==> src/rtl/twd_pkg.sv <==
package twd_pkg;

   typedef enum logic [2:0] {
      ST_IDLE,
      ST_ENT_HOLD,
      ST_ENT_PULSE,
      ST_WRITE,
      ST_TURN,
      ST_READ,
      ST_TAIL
   } twd_state_e;

   typedef struct packed {
      logic rst_n;
      logic dc;
      logic oe;
   } twd_lines_t;

   // Line levels for a phase; odd_half is the low bit of the half-period index.
   function automatic twd_lines_t twd_decode(twd_state_e st, logic odd_half);
      twd_lines_t l;
      l = '{rst_n: 1'b1, dc: 1'b0, oe: 1'b0};
      case (st)
         ST_ENT_HOLD:  l = '{rst_n: 1'b0, dc: 1'b0,      oe: 1'b0};
         ST_ENT_PULSE: l = '{rst_n: 1'b0, dc: ~odd_half, oe: 1'b0};
         ST_WRITE:     l = '{rst_n: 1'b1, dc: odd_half,  oe: 1'b1};
         ST_READ:      l = '{rst_n: 1'b1, dc: odd_half,  oe: 1'b0};
         default:      l = '{rst_n: 1'b1, dc: 1'b0,      oe: 1'b0};
      endcase
      return l;
   endfunction

endpackage

==> src/rtl/twd_tick_gen.sv <==
module twd_tick_gen #(
   parameter int HALF_CYC = 4
) (
   input  logic clk,
   input  logic rst_n,
   input  logic active,
   output logic tick
);

   if (HALF_CYC < 1) begin : g_bad_half
      $error("twd_tick_gen: HALF_CYC must be at least 1");
   end

   if (HALF_CYC == 1) begin : g_every
      assign tick = active;
   end else begin : g_count
      localparam int CNT_W = $clog2(HALF_CYC);
      localparam logic [CNT_W-1:0] CNT_LAST = CNT_W'(HALF_CYC - 1);
      logic [CNT_W-1:0] cnt_q;

      always_ff @(posedge clk or negedge rst_n) begin
         if (!rst_n) begin
            cnt_q <= '0;
         end else if (!active || cnt_q == CNT_LAST) begin
            cnt_q <= '0;
         end else begin
            cnt_q <= cnt_q + 1'b1;
         end
      end

      assign tick = active && (cnt_q == CNT_LAST);
   end

endmodule

==> src/rtl/twd_cmd_buf.sv <==
module twd_cmd_buf #(
   parameter int MAX_BYTES = 4,
   localparam int CMD_W = MAX_BYTES * 8,
   localparam int IDX_W = $clog2(CMD_W)
) (
   input  logic             clk,
   input  logic             rst_n,
   input  logic             load,
   input  logic [CMD_W-1:0] cmd_in,
   input  logic [IDX_W-1:0] bit_idx,
   output logic             bit_out
);

   logic [CMD_W-1:0] cmd_q;
   logic [CMD_W-1:0] src;
   logic [CMD_W-1:0] stream;

   always_ff @(posedge clk or negedge rst_n) begin
      if (!rst_n) begin
         cmd_q <= '0;
      end else if (load) begin
         cmd_q <= cmd_in;
      end
   end

   // Bypass so the first bit is available on the accepting edge.
   assign src = load ? cmd_in : cmd_q;

   // Serial order: byte 0 first, each byte most-significant bit first.
   for (genvar b = 0; b < MAX_BYTES; b++) begin : g_byte
      for (genvar k = 0; k < 8; k++) begin : g_bit
         assign stream[b*8 + k] = src[b*8 + 7 - k];
      end
   end

   assign bit_out = stream[bit_idx];

endmodule

==> src/rtl/twd_rsp_shift.sv <==
module twd_rsp_shift #(
   parameter int RSP_W = 8
) (
   input  logic             clk,
   input  logic             rst_n,
   input  logic             clear,
   input  logic             shift_en,
   input  logic             din,
   output logic [RSP_W-1:0] data
);

   always_ff @(posedge clk or negedge rst_n) begin
      if (!rst_n) begin
         data <= '0;
      end else if (clear) begin
         data <= '0;
      end else if (shift_en) begin
         data <= {data[RSP_W-2:0], din};
      end
   end

endmodule

==> src/rtl/twd_host.sv <==
module twd_host
   import twd_pkg::*;
#(
   parameter int HALF_CYC          = 4,
   parameter int ENTRY_HOLD_HALVES = 2,
   parameter int MAX_BYTES         = 4,
   localparam int LEN_W = $clog2(MAX_BYTES + 1),
   localparam int CMD_W = MAX_BYTES * 8
) (
   input  logic             clk,
   input  logic             rst_n,
   input  logic             req_start,
   input  logic             req_enter,
   input  logic [LEN_W-1:0] req_len,
   input  logic [CMD_W-1:0] req_cmd,
   output logic             busy,
   output logic             done,
   output logic             req_reject,
   output logic [7:0]       rsp_byte,
   output logic             dbg_clk,
   output logic             dbg_rst_n,
   output logic             dd_out,
   output logic             dd_oe,
   input  logic             dd_in
);

   localparam int RSP_W      = 8;
   localparam int WR_HALVES  = MAX_BYTES * 16;
   localparam int RD_HALVES  = RSP_W * 2;
   localparam int MAX_A      = (WR_HALVES > RD_HALVES) ? WR_HALVES : RD_HALVES;
   localparam int MAX_HALVES = (MAX_A > ENTRY_HOLD_HALVES) ? MAX_A : ENTRY_HOLD_HALVES;
   localparam int STEP_W     = $clog2(MAX_HALVES + 1);
   localparam int IDX_W      = $clog2(CMD_W);

   localparam logic [STEP_W-1:0] LAST_HOLD  = STEP_W'(ENTRY_HOLD_HALVES - 1);
   localparam logic [STEP_W-1:0] LAST_PULSE = STEP_W'(3);
   localparam logic [STEP_W-1:0] LAST_TURN  = STEP_W'(1);
   localparam logic [STEP_W-1:0] LAST_READ  = STEP_W'(RD_HALVES - 1);

   if (MAX_BYTES < 1 || MAX_BYTES > 8) begin : g_bad_bytes
      $error("twd_host: MAX_BYTES must lie in 1..8");
   end
   if (ENTRY_HOLD_HALVES < 1) begin : g_bad_hold
      $error("twd_host: ENTRY_HOLD_HALVES must be at least 1");
   end

   twd_state_e        st_q, st_d;
   logic [STEP_W-1:0] step_q, step_d;
   logic [LEN_W-1:0]  len_q;
   logic [STEP_W-1:0] last_step;
   logic              tick;
   logic              len_ok;
   logic              accept_tx;
   logic              accept_ent;
   logic              bad_req;
   logic              finish;
   logic              sample;
   logic              cmd_bit;
   logic [IDX_W-1:0]  bit_idx;
   logic [RSP_W-1:0]  shift_data;
   twd_lines_t        lines_d;

   // ---------------- request decode ----------------
   assign len_ok     = (req_len != '0) && (req_len <= LEN_W'(MAX_BYTES));
   assign accept_ent = (st_q == ST_IDLE) && req_start && req_enter;
   assign accept_tx  = (st_q == ST_IDLE) && req_start && !req_enter && len_ok;
   assign bad_req    = (st_q == ST_IDLE) && req_start && !req_enter && !len_ok;

   // ---------------- half-period pacing ----------------
   twd_tick_gen #(.HALF_CYC(HALF_CYC)) u_tick (
      .clk    (clk),
      .rst_n  (rst_n),
      .active (st_q != ST_IDLE),
      .tick   (tick)
   );

   always_comb begin
      case (st_q)
         ST_ENT_HOLD:  last_step = LAST_HOLD;
         ST_ENT_PULSE: last_step = LAST_PULSE;
         ST_WRITE:     last_step = (STEP_W'(len_q) << 4) - STEP_W'(1);
         ST_TURN:      last_step = LAST_TURN;
         ST_READ:      last_step = LAST_READ;
         default:      last_step = '0;
      endcase
   end

   // ---------------- phase sequencing ----------------
   always_comb begin
      st_d   = st_q;
      step_d = step_q;
      finish = 1'b0;
      if (st_q == ST_IDLE) begin
         step_d = '0;
         if (accept_ent) begin
            st_d = ST_ENT_HOLD;
         end else if (accept_tx) begin
            st_d = ST_WRITE;
         end
      end else if (tick) begin
         if (step_q == last_step) begin
            step_d = '0;
            case (st_q)
               ST_ENT_HOLD:  st_d = ST_ENT_PULSE;
               ST_ENT_PULSE: begin st_d = ST_IDLE; finish = 1'b1; end
               ST_WRITE:     st_d = ST_TURN;
               ST_TURN:      st_d = ST_READ;
               ST_READ:      st_d = ST_TAIL;
               default:      begin st_d = ST_IDLE; finish = 1'b1; end
            endcase
         end else begin
            step_d = step_q + 1'b1;
         end
      end
   end

   // Read sampling coincides with the edge that raises the debug clock.
   assign sample  = (st_q == ST_READ) && tick && !step_q[0];
   assign lines_d = twd_decode(st_d, step_d[0]);
   assign bit_idx = IDX_W'(step_d >> 1);

   twd_cmd_buf #(.MAX_BYTES(MAX_BYTES)) u_cmd (
      .clk     (clk),
      .rst_n   (rst_n),
      .load    (accept_tx),
      .cmd_in  (req_cmd),
      .bit_idx (bit_idx),
      .bit_out (cmd_bit)
   );

   twd_rsp_shift #(.RSP_W(RSP_W)) u_rsp (
      .clk      (clk),
      .rst_n    (rst_n),
      .clear    (accept_tx),
      .shift_en (sample),
      .din      (dd_in),
      .data     (shift_data)
   );

   always_ff @(posedge clk or negedge rst_n) begin
      if (!rst_n) begin
         st_q   <= ST_IDLE;
         step_q <= '0;
         len_q  <= '0;
      end else begin
         st_q   <= st_d;
         step_q <= step_d;
         if (accept_tx) begin
            len_q <= req_len;
         end
      end
   end

   // ---------------- registered outputs ----------------
   always_ff @(posedge clk or negedge rst_n) begin
      if (!rst_n) begin
         dbg_clk    <= 1'b0;
         dbg_rst_n  <= 1'b1;
         dd_oe      <= 1'b0;
         dd_out     <= 1'b0;
         done       <= 1'b0;
         req_reject <= 1'b0;
         rsp_byte   <= '0;
      end else begin
         dbg_clk    <= lines_d.dc;
         dbg_rst_n  <= lines_d.rst_n;
         dd_oe      <= lines_d.oe;
         dd_out     <= (st_d == ST_WRITE) ? cmd_bit : 1'b0;
         done       <= finish;
         req_reject <= bad_req;
         if (finish && st_q == ST_TAIL) begin
            rsp_byte <= shift_data;
         end
      end
   end

   assign busy = (st_q != ST_IDLE);

endmodule

==> config.mk <==
export PLATFORM = sky130hd
export DESIGN_NAME = twd_host
export DESIGN_NICKNAME = d
export VERILOG_FILES = /design/src/rtl/twd_pkg.sv /design/src/rtl/twd_tick_gen.sv /design/src/rtl/twd_cmd_buf.sv /design/src/rtl/twd_rsp_shift.sv /design/src/rtl/twd_host.sv
export SDC_FILE = /design/constraint.sdc
export NUM_CORES = 1
export LEC_CHECK = 0
export ABC_AREA = 0
export BUFFER_PORTS_ARGS = -buffer_cell sky130_fd_sc_hd__buf_2
export CAP_MARGIN = 20
export CELL_PAD_IN_SITES_DETAIL_PLACEMENT = 1
export CELL_PAD_IN_SITES_GLOBAL_PLACEMENT = 1
export CORE_MARGIN = 1.5
export CORE_UTILIZATION = 46
export CTS_CLUSTER_SIZE = 8
export DETAILED_ROUTE_END_ITERATION = 12
export PLACE_DENSITY_LB_ADDON = 0.1
export SLEW_MARGIN = 20
export SYNTH_ARGS = -nofsm -noshare
export SYNTH_HDL_FRONTEND = slang
export SYNTH_HIERARCHICAL = 1
export SYNTH_SLANG_ARGS = --single-unit
==> constraint.sdc <==
create_clock -name clk -period 4.9 [get_ports clk]
set_clock_uncertainty 0.2 [all_clocks]
set_input_delay 0.49 -clock clk [delete_from_list [all_inputs] [get_ports clk]]
set_output_delay 0.49 -clock clk [all_outputs]
set_load 0.01 [all_outputs]
==> metrics.cfg <==
[floorplanning]
core-area_sq_um=7690
initial_utilization_pct=47.3
dieArea_sq_um=8450
num_rows=32
die_h_um=91.9
num_io_pins=55
die_w_um=91.9

[layout]
multi_input_area_sq_um=1750
antennaDiodeCount=0
seq_area_sq_um=1730
syn2layout_area_growth_pct=13.3
fin_util_pct=53.6
stdcell_count=442
n_fill_cell=847
drive_gt1_share_pct=42.1
nets=378

[global_routing]
grt-ovfl-total=0
grt_pass1_wl_um=12600
grt_pass1_vias=2471
antenna_found_initial=0
grt_max_degree=43
track_usage_pct=19.1

[drt]
drt-total-wl_um=7250
post_drt_via_cell_ratio=5.37
dr.pass1.iters=4
route.detailed.drc=0
drt_iter0_markers=81
final_antenna_net_count=0
vias=2374
wl_per_cell_um=16.4

[timing]
period_share_pct=79.5
finalHoldViolCount=0
period_needed_ns=3.90
drv_slew=0
rsz0062_at_grt=no
fin_tns_setup_ns=0
setup_viol=0
holdWs_ns=0.0409
maxSlewHeadroom_pct=44.5
max_freq_mhz=257
tightest_slew_ns=0.833

[synth]
ys_top_cells_by_count=dfrtp_1, mux2_2, nor2_1
synth-seq-cells=69
yosysMostFrequentCell=dfrtp_1
yosysTopAreaCell=dfrtp_1
synth_top_area_share_pct=46.8
ys_types=66
syn_inst=284
synth-edff-count=0
syn_area_per_cell_sq_um=12.8
syn_area_sq_um=3640
seq_area_frac_synth_pct=47.5
synth_area_leaders=dfrtp_1, mux2_2, mux4_2, mux2i_1, nor2_1
async_reset_ff_share_pct=100
synth_nets=327
ys_warn_count=6
synth_flop_cell=dfrtp_1

[setup_path]
setup.worst_path.start_class=register
path_class=register to register
critPathMaxFanout=17
cp.required_ns=4.94
crit_path_end_kind=register
cp.arrival_ns=3.93

[clock_tree]
clock_sinks=69
cts.repair.resized=0
cts_tree=built
h-tree-depth=3
clockBufferDepth=2
ctsHoldBuffers=0
clkTransAtPathRegs_ns=0.08
postCtsSetupBuffers=0
root_buffer=clkbuf_8
clock_latency_ns=0.34
numCtsBuffers=9

[power_and_ir_drop]
powerDensity_nw_per_um2=258
power_w=0.00106
ir_drop_mv=0.138
p_leak_nw=1.89

[placement]
place.port_buffers=54
place_congestion=0.782
hpwl_um=5240
dp_cells=426

[status]
status=completed

[worst_hold_path]
hold_path.class=input pin to async pin

[job]
drv_cap=0

==> through the flow <==
stage / setup WS, ns / area [sq um]
3_5_place_dp: 1.00 / 3950
6_report: 1.00 / 4120
2_1_floorplan: 0.881 / 3640
5_1_grt: 0.685 / 4120
3_3_place_gp: 1.11 / 3950
4_1_cts: 0.971 / 4120
==> sequential cells by signal, indices dropped and copies added (netlist names), 2 cells and up <==
register	flops
step_q	7
u_rsp/data	8
u_tick/g_count.cnt_q	2
st_q	3
u_cmd/cmd_q	32
len_q	3
rsp_byte	8
==> layout by cell type (no fill, tap or decap), types with 3 or more instances in the layout <==
cell type,count
xnor2_1,6
nor2_1,20
nand2b_1,6
mux4_2,10
mux2_2,40
nand3_1,3
nand4_1,3
xor2_1,6
buf_2,54
ha_1,3
dfrtp_1,68
inv_1,6
buf_4,3
nand3b_1,4
nand2_1,7
nor3_1,3
mux2i_1,15
o21ai_0,8
clkinv_2,3
a21oi_1,4
clkbuf_8,9
==> power by group <==
group,switching [W],leakage (nW),internal (W)
logic,0.0000295,0.918,0.0000279
registers,0.00000594,0.877,0.000581
clock network,0.000233,0.0909,0.000186
total,0.000268,1.89,0.000795
==> final cells by class <==
type	instances	area share [%]
clock inverter	7	1.24
timing repair buffer	58	7.59
inverter	9	0.819
multi-input combinational	188	42.3
sequential	69	41.9
tap	102	3.10
clock buffer	9	3.00
==> logic make-up (layout without fill, tap and decap cells) <==
kind of cell | after synthesis | in the layout | share of synthesized area [%]
AND/OR/NAND/NOR | 75 | 75 | 13.5
flip-flops | 69 | 69 | 47.5
multiplexers | 67 | 67 | 24.1
AO/OA/AOI/OAI | 30 | 30 | 5.98
buffers and inverters | 27 | 83 | 4.54
XOR/XNOR | 13 | 13 | 3.34
adder cells (fa/ha/maj) | 3 | 3 | 1.03
==> final timing paths <==
kind | end | cells after the start | slack (ns) | start
min reg2reg | u_tick/g_count.cnt_q[0] | 1 | 0.26 | u_tick/g_count.cnt_q[0]
min in group clk | len_q[2] | 2 | 0.15 | req_len[1]
max in group asynchronous | u_cmd/cmd_q[7] | 2 | 3.51 | rst_n
min | dbg_clk | 1 | 0.04 | rst_n
max | dd_out | 12 | 1.00 | st_q[2]
max reg2reg | dd_out | 12 | 1.00 | st_q[2]
==> worst max-delay path: stages (launching register included) <==
cell      delay, ns
dfrtp_1        0.70
xor2_2         0.16
and4_1         0.23
o211ai_2       0.42
nor3b_4        0.12
or2_1          0.34
nor2_1         0.58
mux4_2         0.41
mux2i_1        0.19
mux2i_1        0.11
o21ai_1        0.14
a31oi_1        0.04
and2_1         0.13
==> metal layers <==
layer	up-vias	wire (um)	track usage, %
li1	1136	-	-
met3	9	193	2.82
met2	35	3680	31.1
met5	-	0	0
met4	0	91	7.31
met1	1194	3290	26.0
Power figures use the tool's default switching activity.
